[src/rtl/irq_entry_pkg.sv]
package irq_entry_pkg;

  typedef enum logic [3:0] {
    ST_IDLE,
    ST_SAVE_PC,
    ST_SAVE_PSR,
    ST_SAVE_SP,
    ST_FETCH_VEC,
    ST_LOAD_PC,
    ST_RST_PC,
    ST_RST_PSR,
    ST_RST_SP
  } seq_state_e;

endpackage

[src/rtl/irq_arbiter.sv]
module irq_arbiter #(
  parameter int N_DEV  = 4,
  parameter int PRIO_W = 3,
  parameter int VEC_W  = 8
) (
  input  logic [N_DEV-1:0]        ready_i,
  input  logic [N_DEV-1:0]        en_i,
  input  logic [N_DEV*PRIO_W-1:0] prio_i,
  input  logic [N_DEV*VEC_W-1:0]  vec_i,
  input  logic [PRIO_W-1:0]       cur_prio_i,
  output logic                    hit_o,
  output logic [PRIO_W-1:0]       win_prio_o,
  output logic [VEC_W-1:0]        win_vec_o
);

  logic [N_DEV-1:0] qual;

  for (genvar g = 0; g < N_DEV; g++) begin : g_qual
    assign qual[g] = en_i[g] & ready_i[g] &
                     (prio_i[g*PRIO_W +: PRIO_W] > cur_prio_i);
  end

  // strict compare keeps the lowest index on a tie
  always_comb begin
    hit_o      = 1'b0;
    win_prio_o = '0;
    win_vec_o  = '0;
    for (int i = 0; i < N_DEV; i++) begin
      if (qual[i] && (!hit_o || prio_i[i*PRIO_W +: PRIO_W] > win_prio_o)) begin
        hit_o      = 1'b1;
        win_prio_o = prio_i[i*PRIO_W +: PRIO_W];
        win_vec_o  = vec_i[i*VEC_W +: VEC_W];
      end
    end
  end

endmodule

[src/rtl/irq_nest_ctr.sv]
module irq_nest_ctr #(
  parameter int DEPTH_W = 2
) (
  input  logic clk_i,
  input  logic rst_ni,
  input  logic inc_i,
  input  logic dec_i,
  output logic full_o,
  output logic nz_o
);

  logic [DEPTH_W-1:0] depth_q;

  always_ff @(posedge clk_i or negedge rst_ni) begin
    if (!rst_ni) begin
      depth_q <= '0;
    end else if (inc_i && !dec_i && !full_o) begin
      depth_q <= depth_q + 1'b1;
    end else if (dec_i && !inc_i && nz_o) begin
      depth_q <= depth_q - 1'b1;
    end
  end

  assign full_o = &depth_q;
  assign nz_o   = |depth_q;

endmodule

[src/rtl/irq_seq_fsm.sv]
module irq_seq_fsm
  import irq_entry_pkg::*;
(
  input  logic       clk_i,
  input  logic       rst_ni,
  input  logic       accept_i,
  input  logic       rti_go_i,
  input  logic       step_done_i,
  output seq_state_e state_o
);

  seq_state_e state_q, state_d;

  always_comb begin
    state_d = state_q;
    unique case (state_q)
      ST_IDLE: begin
        if (rti_go_i)      state_d = ST_RST_PC;
        else if (accept_i) state_d = ST_SAVE_PC;
      end
      ST_SAVE_PC:   if (step_done_i) state_d = ST_SAVE_PSR;
      ST_SAVE_PSR:  if (step_done_i) state_d = ST_SAVE_SP;
      ST_SAVE_SP:   if (step_done_i) state_d = ST_FETCH_VEC;
      ST_FETCH_VEC: if (step_done_i) state_d = ST_LOAD_PC;
      ST_LOAD_PC:   if (step_done_i) state_d = ST_IDLE;
      ST_RST_PC:    if (step_done_i) state_d = ST_RST_PSR;
      ST_RST_PSR:   if (step_done_i) state_d = ST_RST_SP;
      ST_RST_SP:    if (step_done_i) state_d = ST_IDLE;
      default:      state_d = ST_IDLE;
    endcase
  end

  always_ff @(posedge clk_i or negedge rst_ni) begin
    if (!rst_ni) state_q <= ST_IDLE;
    else         state_q <= state_d;
  end

  assign state_o = state_q;

endmodule

[src/rtl/irq_entry_ctrl.sv]
module irq_entry_ctrl
  import irq_entry_pkg::*;
#(
  parameter int              N_DEV   = 4,
  parameter int              PRIO_W  = 3,
  parameter int              VEC_W   = 8,
  parameter int              ADDR_W  = 16,
  parameter int              DEPTH_W = 2,
  parameter logic [ADDR_W-1:0] VT_BASE = 16'h0100
) (
  input  logic                    clk_i,
  input  logic                    rst_ni,
  input  logic [N_DEV-1:0]        dev_ready_i,
  input  logic [N_DEV-1:0]        dev_en_i,
  input  logic [N_DEV*PRIO_W-1:0] dev_prio_i,
  input  logic [N_DEV*VEC_W-1:0]  dev_vec_i,
  input  logic [PRIO_W-1:0]       cur_prio_i,
  input  logic                    insn_done_i,
  input  logic                    rti_i,
  input  logic                    step_done_i,
  output logic                    super_o,
  output logic                    save_pc_o,
  output logic                    save_psr_o,
  output logic                    save_sp_o,
  output logic                    fetch_vec_o,
  output logic [ADDR_W-1:0]       vt_addr_o,
  output logic                    load_pc_o,
  output logic                    raise_prio_o,
  output logic [PRIO_W-1:0]       new_prio_o,
  output logic                    rest_pc_o,
  output logic                    rest_psr_o,
  output logic                    rest_sp_o
);

  seq_state_e        state;
  logic              hit, nest_full, nest_nz, idle, accept, rti_go, rti_end;
  logic [PRIO_W-1:0] win_prio, cap_prio_q;
  logic [VEC_W-1:0]  win_vec, cap_vec_q;

  irq_arbiter #(
    .N_DEV (N_DEV),
    .PRIO_W(PRIO_W),
    .VEC_W (VEC_W)
  ) u_arb (
    .ready_i   (dev_ready_i),
    .en_i      (dev_en_i),
    .prio_i    (dev_prio_i),
    .vec_i     (dev_vec_i),
    .cur_prio_i(cur_prio_i),
    .hit_o     (hit),
    .win_prio_o(win_prio),
    .win_vec_o (win_vec)
  );

  assign idle    = (state == ST_IDLE);
  assign rti_go  = idle & rti_i & nest_nz;
  assign accept  = idle & insn_done_i & hit & ~rti_go & ~nest_full;
  assign rti_end = (state == ST_RST_SP) & step_done_i;

  irq_seq_fsm u_fsm (
    .clk_i      (clk_i),
    .rst_ni     (rst_ni),
    .accept_i   (accept),
    .rti_go_i   (rti_go),
    .step_done_i(step_done_i),
    .state_o    (state)
  );

  irq_nest_ctr #(
    .DEPTH_W(DEPTH_W)
  ) u_nest (
    .clk_i (clk_i),
    .rst_ni(rst_ni),
    .inc_i (accept),
    .dec_i (rti_end),
    .full_o(nest_full),
    .nz_o  (nest_nz)
  );

  always_ff @(posedge clk_i or negedge rst_ni) begin
    if (!rst_ni) begin
      cap_prio_q <= '0;
      cap_vec_q  <= '0;
    end else if (accept) begin
      cap_prio_q <= win_prio;
      cap_vec_q  <= win_vec;
    end
  end

  assign super_o      = nest_nz;
  assign save_pc_o    = (state == ST_SAVE_PC);
  assign save_psr_o   = (state == ST_SAVE_PSR);
  assign save_sp_o    = (state == ST_SAVE_SP);
  assign fetch_vec_o  = (state == ST_FETCH_VEC);
  assign load_pc_o    = (state == ST_LOAD_PC);
  assign raise_prio_o = load_pc_o;
  assign new_prio_o   = cap_prio_q;
  assign rest_pc_o    = (state == ST_RST_PC);
  assign rest_psr_o   = (state == ST_RST_PSR);
  assign rest_sp_o    = (state == ST_RST_SP);
  assign vt_addr_o    = (fetch_vec_o | load_pc_o) ?
                        VT_BASE + ADDR_W'(cap_vec_q) : '0;

endmodule

[config.mk]
export PLATFORM = sky130hd
export DESIGN_NAME = irq_entry_ctrl
export DESIGN_NICKNAME = d
export VERILOG_FILES = /design/src/rtl/irq_entry_pkg.sv /design/src/rtl/irq_arbiter.sv /design/src/rtl/irq_nest_ctr.sv /design/src/rtl/irq_seq_fsm.sv /design/src/rtl/irq_entry_ctrl.sv
export SDC_FILE = /design/constraint.sdc
export NUM_CORES = 1
export LEC_CHECK = 0
export ABC_AREA = 1
export CELL_PAD_IN_SITES_DETAIL_PLACEMENT = 2
export CELL_PAD_IN_SITES_GLOBAL_PLACEMENT = 2
export CORE_UTILIZATION = 24
export CTS_BUF_LIST = sky130_fd_sc_hd__clkbuf_4 sky130_fd_sc_hd__clkbuf_8
export DETAILED_ROUTE_END_ITERATION = 10
export PLACE_DENSITY_LB_ADDON = 0.3
export SYNTH_ARGS = -nofsm -noshare
export SYNTH_HDL_FRONTEND = slang
export SYNTH_SLANG_ARGS = --single-unit
export TNS_END_PERCENT = 1
[constraint.sdc]
create_clock -name clk_i -period 2.73 [get_ports clk_i]
set_input_delay 0.546 -clock clk_i [delete_from_list [all_inputs] [get_ports clk_i]]
set_output_delay 0.546 -clock clk_i [all_outputs]
set_load 0.05 [all_outputs]
==> metrics, run 1 <==
Core Rows 34; RD Place Congestion 0.777; power density over the cells between 600 and 700 nW/um^2; Crit path largest cell delay roughly 0.32 ns; DR vias/cell 4.85; Final Cycle Share 174%; drt pass-1 iters 6; clock transition at the registers of the reported paths roughly 0.080 ns; I/O Buffers 81; vias in the first global route roughly 3400; Yosys cell types 30; CTS root buf clkbuf_8; Mapped Area approximately 2300 sq um; Worst Path Required 2.89 ns; RSZ-0062 raised after global routing yes; final non-filler cell total between 600 and 700; met3 Use GR under 10%; Crit Path Class in2reg; Synth Warn # 0; FF/Latch Area 425 sq um; Final setup violation count 11; Mapped Cells approximately 380; MaxCap Viol Count 0; Final Slew Violations 0; DIE HEIGHT 98.9 microns; CTS tree yes; Tightest Pin Transition between 0.9 and 1 ns; Adder-Cell Fraction of Synth Area a little under an eighth; async set-or-reset flop fraction in the synthesized netlist between 90% and 100%; DP Wirelength approximately 7.5 mm; initial antenna violation count 0; initial core utilization ~25%; number of nets in the layout roughly 590; commonest non-fill, non-tap cells in the layout nand2_1, buf_4, clkdlybuf4s50_1; Worst-Skew Late Latency approximately 0.27 ns; layout overhead on the synthesized area 74.5%; drt initial violations 48; detailed-route via count roughly 3000; Clock Skew roughly 0.0047 ns; worst hold path type reg2reg; final setup margin -2.01 ns; Post-synth EDFFs 0; Max FO, Critical Path 6; # clock sinks 17; layout cell share with drive strength beyond 1 between 20 and 30%; global-route wire length before repair 17.3 mm; Hold Fails Final Rpt 0; I/O Pins 89; status finished, violations left; Post-Synth XOR/XNOR Area less than 1%; CP arrival slightly below 5 ns; Core ar. roughly 8900 sq um; fmax roughly 0.21 GHz; Fillers around 1100; setup TNS -21.44 ns; Die Footprint approximately 9800 sq um; area of the multi-input gates 1780 sq um; drt drc 0; Placed Cells 593; most common cell after layout, fill and taps aside nand2_1; ANT cells 0; crit-path most repeated cell nand2_2; Leakage Power 2.10 nW; CTS H-tree depth 1; Top FF cell, synth dfrtp_1; GR Util met1 25.9%; met2 Use GR a little over two fifths; Num CTS Buffers 3; Simple-Gate Fraction of Synth Area a little under half; Mean Syn Cell Area ~6.0 sq um; Post-Route WL ~13 mm; slowest stage cell, crit path ha_4; main combinational cell family by area after synthesis simple AND/OR/NAND/NOR gates; mux contribution to synthesized area 0%; Rel. slew slack between 30% and 40%; average wire per cell in the routed design slightly above 20 microns; Peak supply drop roughly 360 uV; post-synthesis compound-gate area fraction under 10%; startpoint types primary input; Chip Width slightly below 100 microns; grt total ovfl 0; post-synthesis sequential element count 17; pin count of the biggest net entering global routing 18; post-route ant nets 0; Clock Path Buffers 2; failing checks negative setup slack; sequential cell area fraction in the yosys report about a fifth; gr busiest metal met2; CP Capture Type register; GRT Total Usage a little under a quarter; final worst path period need 4.74 ns
cell families after synthesis:
group                    after synthesis
buffers and inverters                 87
other                                  1
AND/OR/NAND/NOR                      233
AO/OA/AOI/OAI                         17
XOR/XNOR                               1
flip-flops                            17
adder cells (fa/ha/maj)               21
flip-flops by register name, summed over array words and instances (netlist names):
name and flops:
u_nest.depth_q 2, u_fsm.state_o 4, new_prio_o 3, cap_vec_q 8
Yosys cell counts (2+ instances only):
library cell | number | area, sq um
clkbuf_1 | 2 | 7.51
ha_1 | 21 | 263
nand3_1 | 47 | 235
nand2_1 | 125 | 469
buf_2 | 3 | 15.0
dfrtp_1 | 17 | 425
and2_1 | 2 | 12.5
buf_6 | 2 | 22.5
nor2_1 | 35 | 131
inv_1 | 60 | 225
nand3b_1 | 11 | 82.6
clkinv_1 | 9 | 33.8
nor3_1 | 2 | 10.0
o21ai_1 | 4 | 20.0
buf_4 | 10 | 75.1
o21ai_0 | 3 | 15.0
a21oi_1 | 8 | 40.0
nand2_2 | 4 | 25.0
final cells by class:
cell class	instances	area share [%]
inverter	69	6.81
timing repair buffer	143	32.5
sequential	17	10.8
multi-input combinational	279	45.2
tap	108	3.44
clock buffer	4	1.24
metal layers:
layer / wire (microns) / vias up
met5: 0 / -
met4: 383 / 0
met3: 489 / 28
met2: 6750 / 101
met1: 5060 / 1464
li1: - / 1416
path summary, 6_finish.rpt:
kind                                                       to  slack (ns)  cells past startpoint                          from
worst min-delay path                 cap_vec_q[6]$_DFFE_PN0P_        0.49                      2      cap_vec_q[6]$_DFFE_PN0P_
worst min register to register       cap_vec_q[6]$_DFFE_PN0P_        0.49                      2      cap_vec_q[6]$_DFFE_PN0P_
worst max register to register      new_prio_o[2]$_DFFE_PN0P_        0.63                      9  u_fsm.state_o[3]$_DFFE_PN0P_
min in group asynchronous            cap_vec_q[1]$_DFFE_PN0P_        0.81                      1                        rst_ni
worst max-delay path                new_prio_o[1]$_DFFE_PN0P_       -2.01                     34                 cur_prio_i[2]
max in group asynchronous       u_nest.depth_q[1]$_DFFE_PN0P_        1.32                      1                        rst_ni
metrics by stage:
stage               util (%)  setup WS (ns)  hold WS (ns)  instance area (sq um)  total power (W)
global route            44.2          -2.19         0.522                   3930          0.00251
CTS                     42.7          -1.63         0.492                   3800          0.00223
floorplan                  -          -1.62         0.250                   2410          0.00143
global placement        39.4          -2.12         0.466                   3510          0.00188
finish                  44.2          -2.01         0.491                   3930          0.00239
detailed placement      39.4          -2.53         0.472                   3510          0.00195
repair_timing:
| action | in CTS | in global routing |
|---|---|---|
| hold buffers | 0 | 0 |
| gates resized for setup | 52 | 25 |
| gates cloned | 1 | 0 |
| setup buffers | 16 | 6 |
| setup endpoints to repair | 12 | 16 |
| pin swaps | 30 | 28 |
worst max-delay path, delay by kind of cell:
family / cells / cell delay, ns
buffers and inverters: 5 / 0.48
AOI/OAI and AO/OA: 3 / 0.45
and+or+nand+nor: 22 / 2.16
adders and majority gates: 4 / 1.24
power by group:
group	switching, W	internal [W]
logic	0.00109	0.000597
clock network	0.000113	0.000114
registers	0.000108	0.000370
total	0.00131	0.00108
Power figures use the tool's default switching activity.
==> run 2, diff against run 1 <==
--- a/config.mk
+++ b/config.mk
@@ -12,6 +12,7 @@
 export CTS_BUF_LIST = sky130_fd_sc_hd__clkbuf_4 sky130_fd_sc_hd__clkbuf_8
 export DETAILED_ROUTE_END_ITERATION = 10
 export PLACE_DENSITY_LB_ADDON = 0.3
+export SETUP_SLACK_MARGIN = 0.1
 export SYNTH_ARGS = -nofsm -noshare
 export SYNTH_HDL_FRONTEND = slang
 export SYNTH_SLANG_ARGS = --single-unit
==> constraint.sdc (replaced) <==
create_clock -name clk_i -period 5.84 [get_ports clk_i]
set_input_delay 1.168 -clock clk_i [delete_from_list [all_inputs] [get_ports clk_i]]
set_output_delay 1.168 -clock clk_i [all_outputs]
set_load 0.01 [all_outputs]
==> run 2 against run 1 <==
Against the previous run:
- the flow now finishes without violations
- first-iteration DRC count fell by 4.2%
- core utilization down 6.3 points
- clock power is 59% lower
- sequential power fell by 55%
- hold slack worse by 0.010 ns
- setup slack better by 2.3 ns
- sequential share of layout area rose by 1.8 points
- final cell count down 8.1%
- critical endpoint is now cap_vec_q[4]$_DFFE_PN0P_
- largest cell class unchanged
- largest power group unchanged
==> metrics, run 2 (same netlist as run 1, synthesis figures left out) <==
status finished clean; pin count of the biggest net entering global routing 18; crit path buf inv count 6; Num CTS Buffers 3; Rel. slew slack 42.7%; layout cell share with drive strength beyond 1 10.2%; post-route ant nets 0; clock transition at the registers of the reported paths around 0.07 ns; MaxCap Viol Count 0; Post-Layout Inst Area between 3000 and 4000 sq um; initial core utilization between 20% and 30%; number of nets in the layout between 500 and 600; # clock sinks 17; DR vias/cell 4.60; Core ar. ~8900 sq um; # hold bufs at CTS 0; GRT Total Usage about 17%; CTS root buf clkbuf_8; drt pass-1 iters 4; final worst path period need between 5 and 6 ns; Final Slew Violations 0; Largest Register cap_vec_q; Final Cycle Share a little over nine tenths; Placed Area 3140 sq um; grt total ovfl 0; RSZ-0062 raised after global routing no; Post-Route WL slightly above 8 mm; average wire per cell in the routed design around 14 microns; drt initial violations 46; startpoint types primary input; Clock Skew between 0.006 and 0.007 ns; ANT cells 0; Worst Path Required 5.99 ns; power density over the cells ~250 nW/um^2; Crit path largest cell delay approximately 0.5 ns; commonest non-fill, non-tap cells in the layout nand2_1, clkdlybuf4s50_1, inv_1; CP arrival between 5 and 6 ns; I/O Pins 89; Crit Path Class in2reg; I/O Buffers 81; fmax ~0.18 GHz; crit-path most repeated cell nand2_1; detailed-route via count 2624; Hold Fails Final Rpt 0; Largest register FFs 8; Crit path max-delay family simple AND/OR/NAND/NOR gates; CTS H-tree depth 1; layout overhead on the synthesized area 49.7%; CTS tree yes; Clock Path Buffers 2; Die Footprint 9780 sq um; Tightest Pin Transition between 0.8 and 0.9 ns; CP Capture Type register; Chip Width around 100 microns; Max FO, Critical Path 6; most common cell after layout, fill and taps aside nand2_1; DIE HEIGHT 98.9 microns; slowest stage cell, crit path clkdlybuf4s50_1; initial antenna violation count 0; vias in the first global route 2803; DP Wirelength approximately 6.7 mm; RD Place Congestion 0.768; final hold slack 0.481 ns; Peak supply drop a little under 90 uV; Worst-Skew Late Latency 0.25 ns; global-route wire length before repair 13.0 mm; drt drc 0; Core Rows 34; Final setup violation count 0; Leakage Power between 1.5 and 2 nW; worst hold path type reg2reg; setup TNS 0 ns
run 2: stage by stage:
step	std cells	setup slack [ns]	total power, W	utilization, %
floorplan	383	0.625	0.000509	-
global placement	561	0.0260	0.000692	35.3
detailed placement	561	-0.475	0.000717	35.3
CTS	567	0.101	0.000819	36.1
global route	570	0.0419	0.000910	37.9
finish	570	0.332	0.000827	37.9
run 2: per-layer routing:
layer | vias up | part of all wire [%] | GRT usage [%]
met1 | 1262 | 45 | 20.2
met3 | 0 | 3.0 | 2.06
met5 | - | 0 | 0
met4 | 0 | 0 | 1.03
li1 | 1318 | - | -
met2 | 44 | 52 | 31.8
run 2: area by class of cell:
type	count	area [sq um]
fillers	1116	5520
inverters	69	259
multi-input cells	280	1580
well taps	108	135
repair buffers	92	921
clock buffers	4	48.8
flip-flops and latches	17	425
run 2: repair_timing:
| action | CTS | global route |
|---|---|---|
| setup endpoints to repair | 11 | 11 |
| buffers inserted | 2 | 1 |
| pin swaps | 0 | 5 |
| cloned | 0 | 2 |
| gates resized for setup | 2 | 26 |
run 2: tightest hold or removal path: stages, from the launching register on:
cell and delay, ns:
dfrtp_1 0.35, nand2_1 0.05, nand2_1 0.05
run 2: worst paths after layout:
kind                                           endpoint                          from  cells after the start  slack [ns]
max reg2reg                u_fsm.state_o[0]$_DFFE_PN0P_  u_fsm.state_o[3]$_DFFE_PN0P_                      9        3.91
min reg2reg                    cap_vec_q[5]$_DFFE_PN0P_      cap_vec_q[5]$_DFFE_PN0P_                      2        0.48
min                            cap_vec_q[5]$_DFFE_PN0P_      cap_vec_q[5]$_DFFE_PN0P_                      2        0.48
max                            cap_vec_q[4]$_DFFE_PN0P_                 dev_prio_i[0]                     35        0.33
max in group asynchronous     new_prio_o[0]$_DFFE_PN0P_                        rst_ni                      1        3.91
min in group asynchronous      cap_vec_q[6]$_DFFE_PN0P_                        rst_ni                      1        1.40
run 2: power breakdown:
group          switching [W]  internal [W]   total, W
clock network      0.0000413     0.0000531  0.0000945
registers          0.0000429      0.000173   0.000216
logic               0.000284      0.000233   0.000517
